==> src/rtl/hb_interp2x_pkg.sv <==
`timescale 1ns/1ps
package hb_interp2x_pkg;

  // Coefficient format: signed, scaled so that 1.0 == 2**COEF_FRAC
  localparam int COEF_W    = 16;
  localparam int COEF_FRAC = 15;

  // One side of the half-band wing: distinct nonzero taps at odd distance from centre
  localparam int WING    = 9;
  localparam int BR_TAPS = 2 * WING;      // taps in the multi-tap polyphase branch
  localparam int CTR_POS = 2 * WING - 1;  // centre index of the full prototype response

  typedef enum logic [1:0] {
    MODE_PASS = 2'd0,
    MODE_LPF  = 2'd1,
    MODE_BPF  = 2'd2
  } ixmode_t;

  localparam logic [3:0] CODE_LPF   = 4'h1;
  localparam logic [3:0] CODE_BPF   = 4'h5;
  localparam logic [3:0] CODE_RESET = 4'h0;

  function automatic ixmode_t decode_mode(input logic [3:0] code);
    case (code)
      CODE_LPF: return MODE_LPF;
      CODE_BPF: return MODE_BPF;
      default:  return MODE_PASS;
    endcase
  endfunction

  // Wing coefficient by index: index j sits at distance 2j+1 from the centre
  function automatic logic signed [COEF_W-1:0] wing_coef(input int j);
    case (j)
      0:       return  16'sd20707;
      1:       return -16'sd6488;
      2:       return  16'sd3424;
      3:       return -16'sd1999;
      4:       return  16'sd1160;
      5:       return -16'sd623;
      6:       return  16'sd287;
      7:       return -16'sd93;
      8:       return  16'sd9;
      default: return  16'sd0;
    endcase
  endfunction

endpackage

==> src/rtl/hb_ix_ctrl.sv <==
`timescale 1ns/1ps
module hb_ix_ctrl
  import hb_interp2x_pkg::*;
(
  input  logic       clk,
  input  logic       rst_n,
  input  logic [3:0] mode_code,
  output ixmode_t    mode,
  output logic       flush,
  output logic       fir_phase,
  output logic       take
);

  logic [3:0] code_q;
  logic       ph_q;

  // Any difference from the code seen at the previous edge restarts the datapath
  assign flush = (mode_code != code_q);
  assign mode  = decode_mode(code_q);

  always_ff @(posedge clk or negedge rst_n) begin
    if (!rst_n) begin
      code_q <= CODE_RESET;
      ph_q   <= 1'b0;
    end else begin
      code_q <= mode_code;
      if (flush || mode == MODE_PASS) ph_q <= 1'b0;
      else                            ph_q <= ~ph_q;
    end
  end

  // ph_q high means the cycle right after an accept: multi-tap branch output slot
  assign fir_phase = ph_q;
  assign take      = !flush && (mode == MODE_PASS || !ph_q);

endmodule

==> src/rtl/hb_ix_branch.sv <==
`timescale 1ns/1ps
module hb_ix_branch
  import hb_interp2x_pkg::*;
#(
  parameter int DATA_W = 12,
  parameter int ACC_W  = 34
)(
  input  logic                     clk,
  input  logic                     rst_n,
  input  logic                     flush,
  input  logic                     shift,
  input  logic signed [DATA_W-1:0] din,
  input  logic                     fir_phase,
  input  logic                     negate_fir,
  input  logic                     bypass,
  output logic signed [ACC_W-1:0]  acc_q
);

  localparam int CTR_IDX = WING - 1;   // delay-line slot feeding the centre phase

  logic signed [DATA_W-1:0] sx   [BR_TAPS];
  logic signed [DATA_W:0]   pair [WING];

  // Input-rate delay line
  for (genvar i = 0; i < BR_TAPS; i++) begin : g_line
    if (i == 0) begin : g_head
      always_ff @(posedge clk or negedge rst_n) begin
        if (!rst_n)     sx[i] <= '0;
        else if (flush) sx[i] <= '0;
        else if (shift) sx[i] <= din;
      end
    end else begin : g_body
      always_ff @(posedge clk or negedge rst_n) begin
        if (!rst_n)     sx[i] <= '0;
        else if (flush) sx[i] <= '0;
        else if (shift) sx[i] <= sx[i-1];
      end
    end
  end

  // Symmetric pre-add: tap k mirrors tap BR_TAPS-1-k
  for (genvar k = 0; k < WING; k++) begin : g_pair
    assign pair[k] = (DATA_W+1)'(sx[k]) + (DATA_W+1)'(sx[BR_TAPS-1-k]);
  end

  logic signed [ACC_W-1:0] fir_sum;
  logic signed [ACC_W-1:0] ctr_term;
  logic signed [ACC_W-1:0] byp_term;
  logic signed [ACC_W-1:0] acc_d;

  always_comb begin
    fir_sum = '0;
    for (int k = 0; k < WING; k++) begin
      // Pair k sits at prototype index 2k, i.e. distance 2(WING-1-k)+1 from the centre
      fir_sum = fir_sum + ACC_W'(pair[k]) * ACC_W'(wing_coef(WING - 1 - k));
    end
  end

  assign ctr_term = ACC_W'(sx[CTR_IDX]) <<< COEF_FRAC;
  assign byp_term = ACC_W'(sx[0]) <<< COEF_FRAC;

  always_comb begin
    if (bypass)         acc_d = byp_term;
    else if (fir_phase) acc_d = negate_fir ? -fir_sum : fir_sum;
    else                acc_d = ctr_term;
  end

  always_ff @(posedge clk or negedge rst_n) begin
    if (!rst_n)     acc_q <= '0;
    else if (flush) acc_q <= '0;
    else            acc_q <= acc_d;
  end

endmodule

==> src/rtl/hb_ix_rndsat.sv <==
`timescale 1ns/1ps
module hb_ix_rndsat
  import hb_interp2x_pkg::*;
#(
  parameter int DATA_W = 12,
  parameter int ACC_W  = 34
)(
  input  logic                     clk,
  input  logic                     rst_n,
  input  logic                     flush,
  input  logic signed [ACC_W-1:0]  acc,
  output logic signed [DATA_W-1:0] q
);

  localparam logic signed [ACC_W-1:0] HALF = ACC_W'(1) <<< (COEF_FRAC - 1);
  localparam logic signed [ACC_W-1:0] MAXV = ACC_W'((1 << (DATA_W - 1)) - 1);
  localparam logic signed [ACC_W-1:0] MINV = ACC_W'(-(1 << (DATA_W - 1)));

  logic signed [ACC_W-1:0]  rnd;
  logic signed [DATA_W-1:0] q_d;

  assign rnd = (acc + HALF) >>> COEF_FRAC;

  always_comb begin
    if (rnd > MAXV)      q_d = MAXV[DATA_W-1:0];
    else if (rnd < MINV) q_d = MINV[DATA_W-1:0];
    else                 q_d = rnd[DATA_W-1:0];
  end

  always_ff @(posedge clk or negedge rst_n) begin
    if (!rst_n)     q <= '0;
    else if (flush) q <= '0;
    else            q <= q_d;
  end

endmodule

==> src/rtl/hb_interp2x.sv <==
`timescale 1ns/1ps
module hb_interp2x
  import hb_interp2x_pkg::*;
#(
  parameter int DATA_W  = 12,
  parameter int LATENCY = 30
)(
  input  logic              clk,
  input  logic              rst_n,
  input  logic [3:0]        mode_code,
  input  logic              in_valid,
  output logic              in_ready,
  input  logic [DATA_W-1:0] in_data,
  output logic [DATA_W-1:0] dac_data
);

  localparam int ACC_W = DATA_W + COEF_W + 6;
  // Registers after the combinational sum: accumulator, round/sat, tail, output
  localparam int TAIL  = LATENCY - CTR_POS - 3;

  ixmode_t mode;
  logic    flush;
  logic    fir_phase;
  logic    take;

  hb_ix_ctrl u_ctrl (
    .clk       (clk),
    .rst_n     (rst_n),
    .mode_code (mode_code),
    .mode      (mode),
    .flush     (flush),
    .fir_phase (fir_phase),
    .take      (take)
  );

  assign in_ready = take;

  logic signed [DATA_W-1:0] din;
  assign din = in_valid ? $signed(in_data) : '0;

  logic signed [ACC_W-1:0] acc_q;

  hb_ix_branch #(.DATA_W(DATA_W), .ACC_W(ACC_W)) u_branch (
    .clk        (clk),
    .rst_n      (rst_n),
    .flush      (flush),
    .shift      (take),
    .din        (din),
    .fir_phase  (fir_phase),
    .negate_fir (mode == MODE_BPF),
    .bypass     (mode == MODE_PASS),
    .acc_q      (acc_q)
  );

  logic signed [DATA_W-1:0] rs_q;

  hb_ix_rndsat #(.DATA_W(DATA_W), .ACC_W(ACC_W)) u_rndsat (
    .clk   (clk),
    .rst_n (rst_n),
    .flush (flush),
    .acc   (acc_q),
    .q     (rs_q)
  );

  // Alignment delay so the centre tap lands exactly on LATENCY
  logic signed [DATA_W-1:0] tail_out;

  if (TAIL > 0) begin : g_tail
    logic signed [DATA_W-1:0] tl [TAIL];
    for (genvar s = 0; s < TAIL; s++) begin : g_stage
      always_ff @(posedge clk or negedge rst_n) begin
        if (!rst_n)     tl[s] <= '0;
        else if (flush) tl[s] <= '0;
        else            tl[s] <= (s == 0) ? rs_q : tl[(s == 0) ? 0 : s - 1];
      end
    end
    assign tail_out = tl[TAIL-1];
  end else begin : g_notail
    assign tail_out = rs_q;
  end

  logic signed [DATA_W-1:0] out_q;

  always_ff @(posedge clk or negedge rst_n) begin
    if (!rst_n)     out_q <= '0;
    else if (flush) out_q <= '0;
    else            out_q <= (mode == MODE_PASS) ? rs_q : tail_out;
  end

  assign dac_data = out_q;

endmodule

==> config.mk <==
export PLATFORM = sky130hd
export DESIGN_NAME = hb_interp2x
export DESIGN_NICKNAME = d
export VERILOG_FILES = /design/src/rtl/hb_interp2x_pkg.sv /design/src/rtl/hb_ix_ctrl.sv /design/src/rtl/hb_ix_branch.sv /design/src/rtl/hb_ix_rndsat.sv /design/src/rtl/hb_interp2x.sv
export SDC_FILE = /design/constraint.sdc
export NUM_CORES = 2
export LEC_CHECK = 0
export BUFFER_PORTS_ARGS = -buffer_cell sky130_fd_sc_hd__buf_2
export CAP_MARGIN = 25
export CORE_MARGIN = 2
export CORE_UTILIZATION = 40
export DETAILED_ROUTE_END_ITERATION = 8
export GPL_TIMING_DRIVEN = 1
export SYNTH_ARGS = -nofsm -noshare
export SYNTH_HDL_FRONTEND = slang
export SYNTH_SLANG_ARGS = --single-unit
==> constraint.sdc <==
create_clock -name clk -period 11.65 [get_ports clk]
set_clock_uncertainty 0.05 [all_clocks]
set_input_delay 1.165 -clock clk [delete_from_list [all_inputs] [get_ports clk]]
set_output_delay 1.165 -clock clk [all_outputs]
set_load 0.005 [all_outputs]
; Word level (Yosys, flattened, before mapping)
; Index checks and enable logic that the tools add are counted.
[totals]
ff_bits = 399
output_inout_bits = 13
[classes]
n_mul = 9
n_lt_le_gt_ge = 2
add_sub_neg = 19
n_mux = 58
n_reduce_logical = 7
n_eq_ne = 4
bitwise = 1
[op_table]
columns = op, count
row1 = $mux 12, 52
row2 = $add 34x34->34, 8
row3 = $mux 34, 4
row4 = $add 12x12->13, 9
row5 = $mul 13x11->24 const B, 2
row6 = $mul 13x8->21 const B, 2
row7 = $add 34x16->34 const B, 1
row8 = $neg 34->34, 1
row9 = $mul 13x16->29 const B, 1
row10 = $mul 13x12->25 const B, 1
row11 = $mul 13x10->23 const B, 1
row12 = $mul 13x9->22 const B, 1
row13 = $gt 19x12->1 const B, 1
row14 = $lt 19x12->1 const B, 1
row15 = $mul 13x5->18 const B, 1
row16 = $eq 4x1->1 const B, 1
row17 = $eq 4x3->1 const B, 1
row18 = $ne 4x4->1, 1
row19 = $pmux 2 s2, 1
row20 = $eq 2x2->1 const B, 1
row21 = $logic_not 1->1, 2
row22 = $logic_not 2->1, 1
row23 = $logic_or 1x1->1, 2
row24 = $reduce_bool 2->1, 1
row25 = other kinds (3), 3

; Logic depth before layout (Yosys ltp)
[depth]
word_depth = 15
ltp_mapped = 52
depth_no_buf = 51

; Cells and area by module
; From an unflattened synthesis, not the netlist that was laid out.
[hier_totals]
hier_cells = 4460
hier_area_um2 = 45337.2
[by_module_without_submodules]
columns = module, n_inst, seq_area_each_um2, cells_per_inst, area_each_um2
row1 = hb_ix_branch, 1, 6256.0, 4044, 39759.4
row2 = hb_interp2x, 1, 3303.2, 306, 4441.8
row3 = hb_ix_rndsat, 1, 300.3, 93, 910.9
row4 = hb_ix_ctrl, 1, 125.1, 17, 225.2

; Worst setup path before layout
; Ideal clock, no wire load.
[synth_timing]
kind = register -> register
from = reg u_branch.sx[24] in the netlist's numbering
to = reg u_branch.acc_q[30]
arrival_time_ns = 12.080
required_time_ns = 11.454
stages_incl_launch_ff = 49
path_slack_ns = -0.626
synth_period_minus_slack_ns = 12.276
cell_sequence = dfrtp_1 -> ha_1 -> fa_1 -> a21o_1 -> a21oi_1 -> o21bai_1 -> a21oi_1 -> o21bai_1 -> a21oi_1 -> o21bai_1 -> a21oi_1 -> o21ai_0 -> o21ai_0 -> buf_1 -> ha_1 -> xor2_1 -> ha_1 -> fa_1 -> (+13 left out) -> fa_1 -> inv_1 -> fa_1 -> inv_1 -> fa_1 -> inv_1 -> ha_1 -> clkbuf_1 -> a21o_1 -> nor3_1 -> o211ai_1 -> and2_1 -> nor4b_1 -> nor3_1 -> or4_4 -> o41ai_2 -> xnor2_1 -> a21oi_1
[synth_via]
elab_chain_len = 14
[synth_lines]
columns = element, line
row1 = start: declaration, hb_ix_branch.sv:21  ; logic signed [DATA_W-1:0] sx [BR_TAPS];
row2 = start signal: indexed assignment, hb_ix_branch.sv:36  ; else if (shift) sx[i] <= sx[i-1];
row3 = $add 12x12->13 *, hb_ix_branch.sv:43  ; assign pair[k] = (DATA_W+1)'(sx[k]) + (DATA_W+1)'(sx[BR_TAPS-1-k]);
row4 = $mul 13x10->23 *, hb_ix_branch.sv:55  ; fir_sum = fir_sum + ACC_W'(pair[k]) * ACC_W'(wing_coef(WING - 1 - k));
row5 = $add 34x34->34 * (7 in series), hb_ix_branch.sv:55
row6 = $neg 34->34, hb_ix_branch.sv:64  ; else if (fir_phase) acc_d = negate_fir ? -fir_sum : fir_sum;
row7 = $mux 34 * (2 in series), hb_ix_branch.sv:64
row8 = $mux 34 *, hb_ix_branch.sv:63  ; if (bypass) acc_d = byp_term;
row9 = $mux 34 *, hb_ix_branch.sv:70  ; else if (flush) acc_q <= '0;
row10 = end signal: assignment, hb_ix_branch.sv:69  ; if (!rst_n) acc_q <= '0;
row11 = end signal: assignment, hb_ix_branch.sv:70
row12 = end signal: assignment, hb_ix_branch.sv:71  ; else acc_q <= acc_d;
row13 = end: declaration, hb_ix_branch.sv:16  ; output logic signed [ACC_W-1:0] acc_q
; Every way passes the cells marked *; elsewhere a longest branch is shown, timed or not.
; A chain may end at the register's enable or synchronous reset.

; Final worst setup path
; Ends and elaborated chain as after synthesis.

==> metrics list <==
- Status: completed
- After detailed routing, the number of remaining DRC violations is 0.
* Synth area leader: dfrtp_1
* Maximum ir drop on the vdd rail: between 0.0001 and 0.00015 V
* Top Ports: 32
- Across the run, the number of max-cap violations was 0.
- Vertical die dimension: between 300 and 400 µm
- Critical path fanouts, max: 4
- DR vias: about 35000
- Starting density of the core: 0.4030
- Most used flip-flop cell after synthesis: dfrtp_1
- In the global route stage, overall resource usage came out at 0.2194.
* Per-cell routed wire length: around 18 µm
- For this run, the detailed router's first-pass iteration total came to 6.
- The H-tree was split into 2 levels.
* Filler-free cell count of the finished design: roughly 7000
- The largest individual stage delay along the critical path comes from the cell or4_4.
* Die area: 115900 µm²
- Count of input and output buffers: 31
- Final setup violation count: 0
* Synthesis warning total: 0
* Synth area leaders: dfrtp_1, ha_1, fa_1
- The routed design could run at a clock period as short as approximately 12 ns.
- The placed instances occupy a cell area of 49970 µm².
* CTS tree: built
- Hold repair after CTS inserted 0 buffers.
* Startpoint type of the worst setup path: flop
- Endpoint required time on the critical path: 12.05 ns
- Once detailed placement completed, the half-perimeter wirelength came to 105.3 mm.
* Number of antenna violations at the first check in global routing: 4
- The final-report hold violation count is 0.
* Source-to-sink clock delay at the later pin of the worst-skew pair: around 0.6 ns
- The first global-routing pass estimated between 150 and 200 mm of wire.
- The via count of the first global-routing pass came to about 35000.
- Entering global routing, the biggest net connects roughly 200 pins.
- TritonCTS created between 40 and 50 clock buffers.
* Sequential share of the synthesized area: 0.2128
- Global routing finished with a remaining overflow of 0.
* Critical path arrival: 11.92 ns
- In the final layout, the share of cells above drive strength 1 is 0.1524.
* Worst min-delay path category: flop to flop
- The clock net in this run drives a total of 385 sinks.
- At the end of the flow the core is filled with cells to 0.4734.
- Slew @ Worst Pin: slightly below 1 ns
- Delay of the slowest cell on the worst path: 0.57 ns
- Setup repair after global routing could not meet its margin everywhere.
- In this run the clock root is driven by a clkbuf_16.
- P_leak: 27.56 nW
- The worst setup path is captured at a flop.
* Area of the mapped netlist: around 45000 µm²
- Core area: roughly 110000 µm²
- Most numerous cell on the critical path: fa_1
* Antenna-violating nets left: 0
- CTS clock-pin slew for the worst setup and hold paths: around 0.060 ns
- The floorplan step set the die width to approximately 340 µm.
* GP Congestion: slightly above 0.9
- Counting along the longest clock path gives a buffer depth of 3.
- Of the post-synthesis cell area, the dominant cell type holds 0.2128.
- Area delta synth->final: 17.46%
- Number of placement rows: between 100 and 150
- Power spread over the standard cell area amounts to between 60 and 70 nW/µm².
* Slew Limit Headroom: 0.3502
- Yosys mapped the design onto 91 distinct sky130hd cell types.
- The number of max-slew violations in the final report came to 0.
* Total detailed-routing wirelength: roughly 130 mm
- Number of enable flip-flop cells after synthesis: 0
- Number of cells after detailed placement: ~6800
* F_max: between 0.08 and 0.09 GHz
- Post-Syn Nets: between 6000 and 7000
* Period Utilization, post-route: 0.9888
* Async set-or-reset flop fraction in the synthesized netlist: 1.000
- The cell count after synthesis came out at between 4000 and 5000.
* Number of register bits inferred by synthesis: about 390
- Average cell area after synthesis: 9.136 µm²
- Net count of the finished layout: roughly 6600
- Detailed Route Iter0 Violations: between 2000 and 2500
* Overall Power: ~0.0033 W
* Critical path class: flop to flop
- Dividing the detail-routed via count by the number of cells gives 5.049.
* Layout Cell Area excl Fill: 53180 µm²
[sequential cells by signal (all words and copies together), names as in the netlist]
| register | cells |
|---|---|
| u_ctrl.fir_phase | 1 |
| u_branch.sx | 192 |
| u_branch.acc_q | 20 |
| u_rndsat.q | 12 |
| u_branch.byp_term | 12 |
| g_tail.tl | 108 |
| dac_data | 12 |
| tail_out | 12 |
| u_ctrl.code_q | 4 |
| u_branch.ctr_term | 12 |
[synthesized netlist by cell type, types with 10 or more instances]
cell type	number
nand2b_1	31
nand3b_1	10
nor2b_1	31
fa_1	441
nor3_1	52
nand3_1	60
o211ai_1	13
a21oi_1	428
dfrtp_1	385
a21o_1	47
o31ai_1	13
nand2_1	590
xor2_1	85
ha_1	738
a31oi_1	10
and2_1	130
o21a_1	21
or2_2	11
nor3b_1	13
o21bai_1	39
nor4_1	13
clkbuf_1	105
nand4_1	14
inv_1	898
nor2_1	159
mux2_2	15
xnor2_1	222
o21ai_0	144
a211oi_1	17
or3_1	18
a211o_1	21
a21boi_0	37
[logic make-up (layout without fill, tap and decap cells)]
logic type,after synthesis,count (layout),share of synthesized area
other,0,4,0
adder cells (fa/ha/maj),1179,1179,0.3989
flip-flops,385,385,0.2128
AO/OA/AOI/OAI,878,878,0.1180
AND/OR/NAND/NOR,1164,1164,0.1187
XOR/XNOR,311,311,0.06151
multiplexers,22,22,0.005278
buffers and inverters,1017,1461,0.08486
[critical path: cells and delay by family (launching register included)]
family / cells / cell delay (ns)
fa+ha+maj: 13 / 5.33
compound gates: 15 / 3.08
simple gates: 3 / 1.02
buf+inv: 8 / 0.79
xor+xnor: 3 / 0.43
flops: 1 / 0.38
mux: 1 / 0.24
[layer usage]
layer / part of all wire / track usage / vias up
met1: 0.46 / 0.3034 / 17130
met3: 0.047 / 0.02770 / 168
li1: - / - / 16900
met2: 0.46 / 0.3598 / 669
met5: 0.00010 / 0 / -
met4: 0.033 / 0.06388 / 2
[path summary, 6_finish.rpt]
kind,from,endpoint,slack (ns),depth (start not counted)
worst min register to register,g_tail.tl[89],g_tail.tl[77],0.39,1
max in group asynchronous,rst_n,u_branch.ctr_term[16],8.93,4
worst max register to register,u_branch.sx[24],u_branch.acc_q[30],0.13,43
min in group asynchronous,rst_n,dac_data[5],0.49,1
worst min-delay path,g_tail.tl[89],g_tail.tl[77],0.39,1
worst max-delay path,u_branch.sx[24],u_branch.acc_q[30],0.13,43
[area by class of cell]
| type | count | area, µm² |
|---|---|---|
| Multi-Input combinational cell | 3554 | 33050 |
| Fill cell | 10790 | 59160 |
| Antenna cell | 4 | 10.01 |
| Inverter | 898 | 3371 |
| Clock buffer | 57 | 1179 |
| Tap cell | 1500 | 1877 |
| Clock inverter | 20 | 314.1 |
| Timing Repair Buffer | 486 | 3741 |
| Sequential cell | 385 | 9638 |
[what timing repair did]
item,4_1_cts,5_1_grt
setup endpoints to repair,14,18
resized for setup,76,196
pin swaps,40,158
setup buffers,14,37
[cells in the final DEF, fill, tap and decap left out, drive strengths merged, types with 6 or more instances in the layout]
cell       n
o31ai     15
o211ai    13
inv      904
o21a      21
o2111ai    6
nand2b    31
nor4b      6
xor2      85
and2     130
buf      486
or2       12
a211oi    17
nor3      53
mux2i      7
a31oi     10
nor2b     31
a211o     21
clkbuf    57
bufinv     6
ha       738
nor4      13
nand3     60
a21boi    38
nor2     159
nand4     17
xnor2    223
nand3b    10
o21bai    39
or3       18
o21ai    153
and3       9
nor3b     13
clkinv     6
a21o      47
o41ai      9
fa       441
a21oi    433
dfrtp    385
nand2    590
mux2      15
[per-stage QoR]
stage	hold slack, ns	setup slack, ns	TNS (ns)
floorplan	0.3777	0.02223	0
global placement	0.3795	-0.3916	-2.073
detailed placement	0.3829	-0.5484	-3.935
CTS	0.3941	0.004164	0
global route	0.4028	-0.3336	-2.465
finish	0.3939	0.1308	0
[power by group]
group | total (W) | internal [W] | leakage [nW] | switching (W)
sequential | 0.00134 | 0.00134 | 5.37 | 0.00000452
combinational | 0.000462 | 0.000200 | 21.5 | 0.000262
clock | 0.00147 | 0.000857 | 0.725 | 0.000610
No activity file was read; power rests on OpenSTA's default activity.
